===== src/rtl/tta_alu_pkg.sv =====
package tta_alu_pkg;
  typedef enum logic [1:0] {
    GRP_NONE  = 2'd0,
    GRP_PLAIN = 2'd1,
    GRP_TEST  = 2'd2
  } grp_e;

  localparam logic [2:0] PFX_PLAIN = 3'b100;
  localparam logic [2:0] PFX_TEST  = 3'b101;
endpackage


===== src/rtl/tta_alu_dec.sv =====
module tta_alu_dec
  import tta_alu_pkg::*;
#(
  parameter int SEL_W = 2
) (
  input  logic [7:0]       dst_i,
  output grp_e             grp_o,
  output logic [2:0]       op_o,
  output logic [SEL_W-1:0] sel_o
);
  always_comb begin
    grp_o = GRP_NONE;
    if (dst_i[7:5] == PFX_PLAIN)     grp_o = GRP_PLAIN;
    else if (dst_i[7:5] == PFX_TEST) grp_o = GRP_TEST;
  end

  assign op_o  = dst_i[4:2];
  assign sel_o = dst_i[SEL_W-1:0];
endmodule


===== src/rtl/tta_alu_exec.sv =====
module tta_alu_exec #(
  parameter int DATA_W = 16
) (
  input  logic              test_i,
  input  logic [2:0]        op_i,
  input  logic [DATA_W-1:0] a_i,
  input  logic [DATA_W-1:0] b_i,
  input  logic              c_i,
  output logic [DATA_W-1:0] res_o,
  output logic              c_o,
  output logic              c_we_o
);
  localparam int RW   = $clog2(DATA_W);
  localparam int HALF = DATA_W / 2;

  logic [DATA_W:0]   ext_a, ext_b, c_ext, nb_ext, sum, dif, sumc, difb;
  logic [RW:0]       rsh;
  logic [DATA_W-1:0] rol, swp;

  always_comb begin
    ext_a  = {1'b0, a_i};
    ext_b  = {1'b0, b_i};
    c_ext  = {{DATA_W{1'b0}}, c_i};
    nb_ext = {{DATA_W{1'b0}}, ~c_i};
    sum    = ext_a + ext_b;
    dif    = ext_a - ext_b;
    sumc   = sum + c_ext;
    difb   = dif - nb_ext;
    // shift by DATA_W yields 0, so a zero count keeps a_i
    rsh    = (RW+1)'(DATA_W) - {1'b0, b_i[RW-1:0]};
    rol    = (a_i << b_i[RW-1:0]) | (a_i >> rsh);
    swp    = {b_i[HALF-1:0], b_i[DATA_W-1:HALF]};
  end

  always_comb begin
    res_o  = b_i;
    c_o    = c_i;
    c_we_o = 1'b0;
    if (!test_i) begin
      unique case (op_i)
        3'd0: res_o = b_i;
        3'd1: res_o = a_i & b_i;
        3'd2: res_o = sum[DATA_W-1:0];
        3'd3: res_o = dif[DATA_W-1:0];
        3'd4: res_o = a_i ^ b_i;
        3'd5: res_o = rol;
        3'd6: res_o = a_i | b_i;
        default: res_o = ~b_i;
      endcase
    end else begin
      unique case (op_i)
        3'd0: res_o = b_i;
        3'd1: res_o = a_i & b_i;
        3'd2: begin res_o = sum[DATA_W-1:0];  c_o = sum[DATA_W];   c_we_o = 1'b1; end
        3'd3: begin res_o = dif[DATA_W-1:0];  c_o = ~dif[DATA_W];  c_we_o = 1'b1; end
        3'd4: res_o = a_i | swp;
        3'd5: begin res_o = sum[DATA_W:1];    c_o = sum[0];        c_we_o = 1'b1; end
        3'd6: begin res_o = sumc[DATA_W-1:0]; c_o = sumc[DATA_W];  c_we_o = 1'b1; end
        default: begin res_o = difb[DATA_W-1:0]; c_o = ~difb[DATA_W]; c_we_o = 1'b1; end
      endcase
    end
  end
endmodule


===== src/rtl/tta_alu_bank.sv =====
module tta_alu_bank #(
  parameter int DATA_W = 16,
  parameter int ACC_N  = 4,
  localparam int SEL_W = $clog2(ACC_N)
) (
  input  logic                    clk_i,
  input  logic                    rst_ni,
  input  logic                    we_i,
  input  logic [SEL_W-1:0]        sel_i,
  input  logic [DATA_W-1:0]       d_i,
  output logic [DATA_W-1:0]       cur_o,
  output logic [ACC_N*DATA_W-1:0] acc_o
);
  logic [DATA_W-1:0] acc_q [ACC_N];

  for (genvar k = 0; k < ACC_N; k++) begin : g_acc
    always_ff @(posedge clk_i or negedge rst_ni) begin
      if (!rst_ni)                               acc_q[k] <= '0;
      else if (we_i && (sel_i == SEL_W'(k)))     acc_q[k] <= d_i;
    end
    assign acc_o[k*DATA_W +: DATA_W] = acc_q[k];
  end

  assign cur_o = acc_q[sel_i];
endmodule


===== src/rtl/tta_alu.sv =====
module tta_alu
  import tta_alu_pkg::*;
#(
  parameter int DATA_W = 16,
  parameter int ACC_N  = 4
) (
  input  logic                    clk_i,
  input  logic                    rst_ni,
  input  logic                    wr_en_i,
  input  logic [7:0]              dst_i,
  input  logic [DATA_W-1:0]       src_i,
  output logic [ACC_N*DATA_W-1:0] acc_o,
  output logic                    zero_o,
  output logic                    carry_o,
  output logic                    minus_o
);
  localparam int SEL_W = $clog2(ACC_N);

  grp_e              grp;
  logic [2:0]        op;
  logic [SEL_W-1:0]  sel;
  logic [DATA_W-1:0] cur, res;
  logic              c_nxt, c_we, acc_we, test_we;

  tta_alu_dec #(.SEL_W(SEL_W)) u_dec (
    .dst_i (dst_i),
    .grp_o (grp),
    .op_o  (op),
    .sel_o (sel)
  );

  tta_alu_exec #(.DATA_W(DATA_W)) u_exec (
    .test_i (grp == GRP_TEST),
    .op_i   (op),
    .a_i    (cur),
    .b_i    (src_i),
    .c_i    (carry_o),
    .res_o  (res),
    .c_o    (c_nxt),
    .c_we_o (c_we)
  );

  assign acc_we  = wr_en_i && (grp != GRP_NONE);
  assign test_we = wr_en_i && (grp == GRP_TEST);

  tta_alu_bank #(.DATA_W(DATA_W), .ACC_N(ACC_N)) u_bank (
    .clk_i  (clk_i),
    .rst_ni (rst_ni),
    .we_i   (acc_we),
    .sel_i  (sel),
    .d_i    (res),
    .cur_o  (cur),
    .acc_o  (acc_o)
  );

  always_ff @(posedge clk_i or negedge rst_ni) begin
    if (!rst_ni) begin
      zero_o  <= 1'b0;
      carry_o <= 1'b0;
      minus_o <= 1'b0;
    end else if (test_we) begin
      zero_o  <= (res == '0);
      minus_o <= res[DATA_W-1];
      if (c_we) carry_o <= c_nxt;
    end
  end
endmodule


===== config.mk =====
export PLATFORM = sky130hd
export DESIGN_NAME = tta_alu
export DESIGN_NICKNAME = d
export VERILOG_FILES = /design/src/rtl/tta_alu_pkg.sv /design/src/rtl/tta_alu_dec.sv /design/src/rtl/tta_alu_exec.sv /design/src/rtl/tta_alu_bank.sv /design/src/rtl/tta_alu.sv
export SDC_FILE = /design/constraint.sdc
export NUM_CORES = 1
export LEC_CHECK = 0
export ABC_AREA = 0
export BUFFER_PORTS_ARGS = -buffer_cell sky130_fd_sc_hd__buf_4
export CELL_PAD_IN_SITES_DETAIL_PLACEMENT = 1
export CELL_PAD_IN_SITES_GLOBAL_PLACEMENT = 1
export CORE_ASPECT_RATIO = 1.1
export CORE_MARGIN = 1.5
export CORE_UTILIZATION = 42
export CTS_BUF_LIST = sky130_fd_sc_hd__clkbuf_2 sky130_fd_sc_hd__clkbuf_4 sky130_fd_sc_hd__clkbuf_8
export CTS_CLUSTER_DIAMETER = 100
export CTS_CLUSTER_SIZE = 10
export DETAILED_ROUTE_END_ITERATION = 10
export PLACE_DENSITY = 0.89
export SLEW_MARGIN = 15
export SYNTH_ARGS = -nofsm -noshare
export SYNTH_HDL_FRONTEND = slang
export SYNTH_HIERARCHICAL = 1
export SYNTH_SLANG_ARGS = --single-unit

===== constraint.sdc =====
create_clock -name clk_i -period 3.9 [get_ports clk_i]
set_input_delay 0.39 -clock clk_i [delete_from_list [all_inputs] [get_ports clk_i]]
set_output_delay 0.39 -clock clk_i [all_outputs]
set_load 0.02 [all_outputs]

==> metrics.md, run 1 <==
| Metric | Value |
|---|---|
| Status | aborted with a tool error |
| Stage reached | global routing |
| Error msg | [ERROR GRT-0116] Global routing finished with congestion. Check the congestion regions in the DRC Viewer. |
| Register area share after synthesis | 19.6% |
| Syn_nets | 1111 |
| I/O pin count | 94 |
| Clk root buf | clkbuf_8 |
| Main synth FF type | dfrtp_1 |
| Largest net degree at the start of global routing | 68 |
| Avg Inst Size Synth | 8.36 µm² |
| Top post-synthesis cells by count | nand2_1 (101), a21oi_1 (92), nor2_1 (73) |
| Area leader, netlist | dfrtp_1 |
| Synth top area share | 19.6% |
| Vias in the first global route | 15200 |
| First-pass GRT wire length | 112 mm |
| CTS hold repair buffers | 0 |
| Die Ht | 153 µm |
| Most common cell in the netlist | nand2_1 |
| Cts bufs inserted | 9 |
| Number of synthesized flops with an enable pin | 0 |
| Post-synth ARST share | 100% |
| Sinks on Clock Net | 67 |
| Post-synth design cell area | 0.00858 mm² |
| Die W | 139 µm |
| Syn. warnings | 6 |
| Cell Rows | 54 |
| Top cells by area, synth | dfrtp_1 (20%), mux2_2 (8.8%), ha_1 (8.2%) |
| Post-synth cell types | 81 |
| Starting Density | 43.0% |
| #FFs+latches synth | 67 |
| Port buffer count | 93 |
| CTS max path bufs | 2 |
| H-tree depth | 3 |
| Routability cong. | 1.03 |
| Dpl hpwl | 37.4 mm |
| Grt ovf | 7 |
| Global Route Usage Sum | 73.2% |
| Syn Inst Count | 1026 |
[stage by stage]
step	cell area, µm²	setup slack [ps]	hold WS (ps)	std cells
3_5_place_dp	11500	-1290	515	1577
4_1_cts	12800	-655	172	1635
2_1_floorplan	8710	-479	94.4	1026
3_3_place_gp	11500	-791	482	1577
[cells by family after synthesis]
| kind of cell | after synthesis | share of synthesized area, % |
|---|---|---|
| fa+ha+maj | 58 | 8.64 |
| xor+xnor | 51 | 5.30 |
| flops | 67 | 19.6 |
| mux | 132 | 20.8 |
| buf+inv | 126 | 6.24 |
| simple gates | 290 | 16.6 |
| compound gates | 302 | 22.8 |
[metal layers]
layer	global-route usage (%)	GRT overflow
met1	73.5	0
met2	89.1	2
met3	60.9	0
met4	67.9	5
met5	30.0	0
[what timing repair did]
item / 4_1_cts
hold endpoints to repair: 0
resized for setup: 168
pin swaps: 69
endpoints found under the setup margin: 51
setup buffers: 47
==> inputs of run 2 (changes only) <==
==> config.mk (replaced) <==
export PLATFORM = sky130hd
export DESIGN_NAME = tta_alu
export DESIGN_NICKNAME = d
export VERILOG_FILES = /design/src/rtl/tta_alu_pkg.sv /design/src/rtl/tta_alu_dec.sv /design/src/rtl/tta_alu_exec.sv /design/src/rtl/tta_alu_bank.sv /design/src/rtl/tta_alu.sv
export SDC_FILE = /design/constraint.sdc
export NUM_CORES = 1
export LEC_CHECK = 0
export ABC_AREA = 0
export BUFFER_PORTS_ARGS = -buffer_cell sky130_fd_sc_hd__buf_4
export CORE_MARGIN = 1.5
export CORE_UTILIZATION = 30
export DETAILED_ROUTE_END_ITERATION = 10
export PLACE_DENSITY_LB_ADDON = 0.15
export SLEW_MARGIN = 15
export SYNTH_ARGS = -nofsm -noshare
export SYNTH_HDL_FRONTEND = slang
export SYNTH_HIERARCHICAL = 1
export SYNTH_SLANG_ARGS = --single-unit
==> constraint.sdc (replaced) <==
create_clock -name clk_i -period 5.1 [get_ports clk_i]
set_input_delay 0.51 -clock clk_i [delete_from_list [all_inputs] [get_ports clk_i]]
set_output_delay 0.51 -clock clk_i [all_outputs]
set_load 0.02 [all_outputs]
==> run 2 against run 1 <==
Effect of this change:
- area after synthesis is the same
- the flow now finishes without violations
- synthesized cell count is the same
==> metrics.md, run 2 <==
| Metric | Value |
|---|---|
| Share of layout cells above drive strength 1 | 26.7% |
| Post-layout min period | 4770 ps |
| Area Overhead vs Synth | 21.2% |
| #FFs+latches synth | 67 (unchanged) |
| Largest net degree at the start of global routing | 68 |
| Syn. warnings | 6 (unchanged) |
| Slew HR | 28.2% |
| Post-synth ARST share | 100% (unchanged) |
| Dpl hpwl | 27.5 mm (was 37.4 mm) |
| Die Ht | 172 µm (was 153 µm) |
| Via density | 5.73 |
| Avg Inst Size Synth | 8.36 µm² (unchanged) |
| PwrDens | 560 mW/mm² |
| Worst Tran Pin Value | 1080 ps |
| Top post-synthesis cells by count | nand2_1 (101), a21oi_1 (92), nor2_1 (73) (unchanged) |
| Crit start category | input port |
| Worst path max stage delay | 460 ps |
| Top layer in use | met4 |
| Post-synth design cell area | 0.00858 mm² (unchanged) |
| Post-synth cell types | 81 (unchanged) |
| Post-DP Area | 0.0101 mm² (was 0.0115 mm²) |
| DRT iter0 DRCs | 803 |
| Placed cell count | 1515 (was 1577) |
| Syn Inst Count | 1026 (unchanged) |
| Antenna cells | 0 |
| H-tree depth | 3 (unchanged) |
| Starting Density | 30.7% (was 43.0%) |
| Most frequent cells in the layout | buf_4 (181), nand2_1 (101), a21oi_1 (92), nor2_1 (73), o21ai_0 (72) |
| Area leader, netlist | dfrtp_1 (unchanged) |
| Number of synthesized flops with an enable pin | 0 (unchanged) |
| CTS max path bufs | 2 (unchanged) |
| Reg2reg setup slack | 380 ps |
| Grt ovf | 0 |
| Total number of vias | 8774 |
| RSZ-0062 raised after global routing | false |
| Cts bufs inserted | 9 (unchanged) |
| WL/cell | 22.9 µm |
| Port buffer count | 93 (unchanged) |
| First-pass GRT wire length | 53.4 mm |
| Final setup violation count | 0 |
| Synth top area share | 19.6% (unchanged) |
| Peak VDD IR | 0.282 mV |
| Slowest-stage cell, CP | mux4_1 |
| ANT nets after route | 0 |
| DR pass1 iterations | 5 |
| I/O pin count | 94 (unchanged) |
| Metal-1 WL | 15.3 mm |
| CTS tree | built |
| Max Cap Viol | 0 |
| Top cells by area, synth | dfrtp_1 (20%), mux2_2 (8.8%), ha_1 (8.2%) (unchanged) |
| Critical path data required time | 5320 ps |
| Latest clock arrival within the worst-skew pair | 330 ps |
| Final hold violation count | 0 |
| Worst min-delay path class | in -> async |
| Global Route Usage Sum | 24.0% |
| FF-to-FF End | u_bank/acc_o[14] |
| Main synth FF type | dfrtp_1 (unchanged) |
| Pins Over Slew Limit | 0 |
| Clk root buf | clkbuf_16 (was clkbuf_8) |
| Max FO, Critical Path | 7 |
| Finished Core Util | 37.2% |
| Core footprint | 0.0279 mm² |
| DRC errors left | 0 |
| Final period util | 93.6% |
| Worst r2r src | u_bank/acc_o[48] |
| Total wire length | 35.0 mm |
| FF-to-FF path depth | 17 |
| Static Leakage | 4.56 nW |
| Die W | 172 µm (was 139 µm) |
| CP Capture Type | flip-flop |
| Met2 wire len | 15.9 mm |
| Most common cell in the netlist | nand2_1 (unchanged) |
| Crit-path cells | buf_4 -> mux4_1 -> inv_1 -> ha_1 -> fa_1 -> or2_2 -> a211o_1 -> o41ai_1 -> buf_4 -> o41ai_1 -> xnor2_1 -> buf_4 -> nor4_1 -> xor2_1 -> a211oi_1 -> o22ai_1 -> buf_4 -> mux2_2 |
| Syn_nets | 1111 (unchanged) |
| Vias in the first global route | 8611 |
| Routability cong. | 0.927 (was 1.03) |
| Initial antenna violation count | 0 |
| Register area share after synthesis | 19.6% (unchanged) |
| Most common cell after layout, fill and taps aside | buf_4 |
| Max Fclk | 209 MHz |
| Status | finished, final reports clean (was aborted with a tool error) |
| Cell Rows | 61 (was 54) |
| Skew final | 9.43 ps |
| Final instance area | 0.0104 mm² |
| Finished Layout Cells | 1531 |
| Largest register FFs | 64 |
| CTS hold repair buffers | 0 (unchanged) |
| CP arrival | 4990 ps |
| WL met3 | 2.43 mm |
| WS Path Type | in -> reg |
| Die area | 0.0296 mm² |
| Critical path's most frequent cell | buf_4 |
| Final net count | 1233 |
| Clock transition at path regs | 60 ps |
| Sinks on Clock Net | 67 (unchanged) |
-- run 2: cell counts after synthesis --
Identical to the previous run, type by type.
-- run 2: metrics by stage --
| step | worst slack, ps | TNS, ps | hold WS, ps | total power, mW |
|---|---|---|---|---|
| after floorplan | 363 | 0 | 214 | 3.47 |
| after global placement | -36.8 | -36.8 | 525 | 5.18 |
| after detailed placement | -16.7 | -16.7 | 509 | 5.13 |
| after CTS | 332 | 0 | 320 | 5.79 |
| after global routing | 55.0 | 0 | 347 | 6.23 |
| final | 325 | 0 | 284 | 5.82 |
-- run 2: layout make-up --
class	instances	area [µm²]
Clock inverter	6	63.8
Fill cell	2955	17500
Timing Repair Buffer	181	1360
Clock buffer	10	239
Multi-Input combinational cell	833	6370
Sequential cell	67	1680
Tap cell	378	473
Inverter	56	210
-- run 2: worst max-delay path by stage --
stage,from,to,slack [ps],depth (start not counted)
finish,dst_i[0],u_bank/acc_o[14],330,18
global route,dst_i[0],zero_o,60,19
CTS,dst_i[0],zero_o,330,19
detailed placement,dst_i[0],zero_o,-20,19
global placement,dst_i[0],carry_o,-40,19
floorplan,dst_i[0],zero_o,360,20
-- run 2: cells by family after synthesis --
family	after synthesis	synth area share [%]
compound gates	302	22.8
simple gates	290	16.6
mux	132	20.8
buf+inv	126	6.24
flops	67	19.6
fa+ha+maj	58	8.64
xor+xnor	51	5.30
-- run 2: critical path: cells and delay by family --
| kind | cells | cell delay (ps) |
|---|---|---|
| buffers and inverters | 5 | 870 |
| AO/OA/AOI/OAI | 5 | 1180 |
| multiplexers | 2 | 720 |
| adder cells (fa/ha/maj) | 2 | 690 |
| XOR/XNOR | 2 | 300 |
| AND/OR/NAND/NOR | 2 | 700 |
-- run 2: report_power, final --
group | switching [mW] | leakage (nW) | internal [mW]
Sequential | 0.193 | 0.845 | 0.741
Combinational | 2.46 | 3.57 | 1.80
Clock | 0.236 | 0.145 | 0.391
-- run 2: metal layers --
layer / up-vias / track usage, %
met1: 4265 / 32.9
li1: 4046 / -
met3: 73 / 3.39
met2: 390 / 37.8
met4: 0 / 9.64
met5: - / 0
-- run 2: timing repair --
action	in CTS	in global routing
resized for setup	0	1
buffers inserted	0	0
endpoints found under the setup margin	0	1
No activity file was read; power rests on OpenSTA's default activity.
==> inputs of run 3 (changes only) <==
--- a/config.mk
+++ b/config.mk
@@ -6,12 +6,11 @@
 export NUM_CORES = 1
 export LEC_CHECK = 0
 export ABC_AREA = 0
-export BUFFER_PORTS_ARGS = -buffer_cell sky130_fd_sc_hd__buf_4
+export BUFFER_PORTS_ARGS = -buffer_cell sky130_fd_sc_hd__buf_2
 export CORE_MARGIN = 1.5
 export CORE_UTILIZATION = 30
 export DETAILED_ROUTE_END_ITERATION = 10
-export PLACE_DENSITY_LB_ADDON = 0.15
-export SLEW_MARGIN = 15
+export SLEW_MARGIN = 20
 export SYNTH_ARGS = -nofsm -noshare
 export SYNTH_HDL_FRONTEND = slang
 export SYNTH_HIERARCHICAL = 1
==> run 3 against run 2 <==
Effect of this change:
- register-to-register slack got worse by 100 ps
- first-iteration DRC count increased by 41%
- clock skew decreased by 0.84 ps
- die area unchanged
- sequential power decreased by 2%
- via count increased by 2.4%
- total power decreased by 2.4%
- hold slack improved by 83 ps
- critical path depth decreased by 1
- setup slack got worse by 170 ps
- combinational power decreased by 3%
- sequential share of layout area increased by 0.38 points
==> metrics.md, run 3 (synthesis results as in run 2) <==
| Metric | Value |
|---|---|
| Status | finished, final reports clean (unchanged) |
| FF-to-FF path depth | 16 (was 17) |
| Static Leakage | 4.48 nW (was 4.56 nW) |
| Clk root buf | clkbuf_16 (unchanged) |
| Critical path data required time | 5350 ps (was 5320 ps) |
| Die Ht | 172 µm (unchanged) |
| Switching share of total power | 51.0% (was 49.6%) |
| WS Path Type | in -> reg (unchanged) |
| Fin Hold WS | 367 ps (was 284 ps) |
| Max Cap Viol | 0 (unchanged) |
| Dpl hpwl | 26.4 mm (was 27.5 mm) |
| Combinational power share | 72.7% (was 73.2%) |
| DRT iter0 DRCs | 1133 (was 803) |
| Port buffer count | 93 (unchanged) |
| Final period util | 96.9% (was 93.6%) |
| CP arrival | 5190 ps (was 4990 ps) |
| Peak VDD IR | 0.388 mV (was 0.282 mV) |
| Routability cong. | 1.04 (was 0.927) |
| Clock share of power | 11.1% (was 10.8%) |
| Placed cell count | 1508 (was 1515) |
| Via density | 5.89 (was 5.73) |
| Clock transition at path regs | 60 ps (about the same) |
| Core footprint | 0.0279 mm² (unchanged) |
| Most common cell after layout, fill and taps aside | nand2_1 (was buf_4) |
| Final setup violation count | 0 (unchanged) |
| Sw Pwr | 2.90 mW (was 2.88 mW) |
| First-pass GRT wire length | 52.3 mm (was 53.4 mm) |
| Reg power frac | 16.2% (was 16.1%) |
| Initial antenna violation count | 1 (was 0) |
| Worst min-delay path class | in -> async (unchanged) |
| Starting Density | 30.7% (unchanged) |
| Finished Layout Cells | 1524 (was 1531) |
| Fill cells | 2938 (was 2955) |
| Slew HR | 30.0% (was 28.2%) |
| CTS tree | built (unchanged) |
| Most frequent cells in the layout | nand2_1 (101), buf_2 (93), a21oi_1 (90), buf_4 (80), nor2_1 (73) (was buf_4 (181), nand2_1 (101), a21oi_1 (92), nor2_1 (73), o21ai_0 (72)) |
| DRC errors left | 0 (unchanged) |
| Global Route Usage Sum | 23.2% (was 24.0%) |
| Max Fclk | 202 MHz (was 209 MHz) |
| Cell Rows | 61 (unchanged) |
| CTS hold repair buffers | 0 (unchanged) |
| Crit-path cells | buf_2 -> mux4_1 -> inv_1 -> ha_1 -> nor2_1 -> o311ai_0 -> a2111o_1 -> nand2_1 -> xnor2_1 -> nand4_1 -> nor4_1 -> mux2i_1 -> o21ai_0 -> o21ai_0 -> nor4_1 -> nand4_1 -> o21ai_0 (was buf_4 -> mux4_1 -> inv_1 -> ha_1 -> fa_1 -> or2_2 -> a211o_1 -> o41ai_1 -> buf_4 -> o41ai_1 -> xnor2_1 -> buf_4 -> nor4_1 -> xor2_1 -> a211oi_1 -> o22ai_1 -> buf_4 -> mux2_2) |
| Crit start category | input port (unchanged) |
| Share of layout cells above drive strength 1 | 26.7% (about the same) |
| PwrDens | 560 mW/mm² (about the same) |
| CTS max path bufs | 2 (unchanged) |
| Area Overhead vs Synth | 18.3% (was 21.2%) |
| DR pass1 iterations | 6 (was 5) |
| Die W | 172 µm (unchanged) |
| Pins Over Slew Limit | 0 (unchanged) |
| Finished Core Util | 36.3% (was 37.2%) |
| Total wire length | 34.1 mm (was 35.0 mm) |
| Post-layout min period | 4940 ps (was 4770 ps) |
| Slowest-stage cell, CP | o311ai_0 (was mux4_1) |
| I/O pin count | 94 (unchanged) |
| Total number of vias | 8983 (was 8774) |
| Max FO, Critical Path | 6 (was 7) |
| Final hold violation count | 0 (unchanged) |
| Vias in the first global route | 8546 (was 8611) |
| Int Power | 2.78 mW (was 2.93 mW) |
| Cts bufs inserted | 9 (unchanged) |
| RSZ-0062 raised after global routing | false (unchanged) |
| Largest register FFs | 64 (unchanged) |
| Final net count | 1226 (was 1233) |
| Skew final | 8.60 ps (was 9.43 ps) |
| WL/cell | 22.4 µm (was 22.9 µm) |
| Worst path max stage delay | 790 ps (was 460 ps) |
| Sinks on Clock Net | 67 (unchanged) |
| Worst Tran Pin Value | 1050 ps (was 1080 ps) |
| Latest clock arrival within the worst-skew pair | 330 ps (about the same) |
| Largest net degree at the start of global routing | 68 (unchanged) |
| Die area | 0.0296 mm² (unchanged) |
| ANT nets after route | 0 (unchanged) |
| Antenna cells | 0 (unchanged) |
| Grt ovf | 0 (unchanged) |
| H-tree depth | 3 (unchanged) |
| Critical path's most frequent cell | o21ai_0 (was buf_4) |
| CP Capture Type | flip-flop (unchanged) |
[run 3: critical path, delay by kind of cell]
kind                     cells  cell delay, ps
XOR/XNOR                     1             390
multiplexers                 2             900
AO/OA/AOI/OAI                5            1620
buffers and inverters        2             450
adder cells (fa/ha/maj)      1             230
AND/OR/NAND/NOR              6            1060
[run 3: cell type report]
type	instances	area (µm²)	share of cell area [%]
multi-input combinational	833	6400	63.1
clock inverter	6	65.1	0.641
tap	378	473	4.66
sequential	67	1680	16.5
clock buffer	10	239	2.35
timing repair buffer	174	1090	10.7
inverter	56	210	2.07
[run 3: metal layers]
| layer | up-vias | track usage [%] | routed length [µm] |
|---|---|---|---|
| li1 | 4036 | - | - |
| met1 | 4335 | 31.8 | 14500 |
| met2 | 519 | 36.0 | 15100 |
| met3 | 91 | 3.66 | 2930 |
| met4 | 2 | 9.75 | 1500 |
| met5 | - | 0 | 13 |
[run 3: power by group through the flow]
stage	logic (mW)	registers [mW]	clock network [mW]
2_1_floorplan	2.33	1.13	0
3_3_place_gp	4.02	0.917	0
3_5_place_dp	4.00	0.922	0
4_1_cts	4.03	0.915	0.645
5_1_grt	4.41	0.942	0.672
6_report	4.13	0.918	0.631
[run 3: final timing paths]
path | slack (ps) | startpoint | endpoint
setup / recovery | 160 | dst_i[0] | zero_o
hold / removal | 370 | rst_ni | u_bank/acc_o[12]
hold reg to reg | 530 | u_bank/acc_o[17] | u_bank/acc_o[17]
min in group clk_i | 530 | u_bank/acc_o[17] | u_bank/acc_o[17]
setup reg to reg | 280 | u_bank/acc_o[17] | zero_o
max in group asynchronous | 4170 | rst_ni | u_bank/acc_o[55]
[run 3: repair_timing]
item | 4_1_cts | 5_1_grt
resized for setup | 0 | 7
buffers inserted | 0 | 0
endpoints found under the setup margin | 0 | 7
[run 3: metrics by stage]
stage / power [mW] / TNS [ps] / setup WS (ps) / area (µm²)
after floorplan: 3.47 / 0 / 363 / 8580
after global placement: 4.93 / -702 / -119 / 9810
after detailed placement: 4.92 / -286 / -47.1 / 9810
after CTS: 5.59 / 0 / 271 / 10100
after global routing: 6.03 / 0 / 10.2 / 10100
final: 5.68 / 0 / 156 / 10100
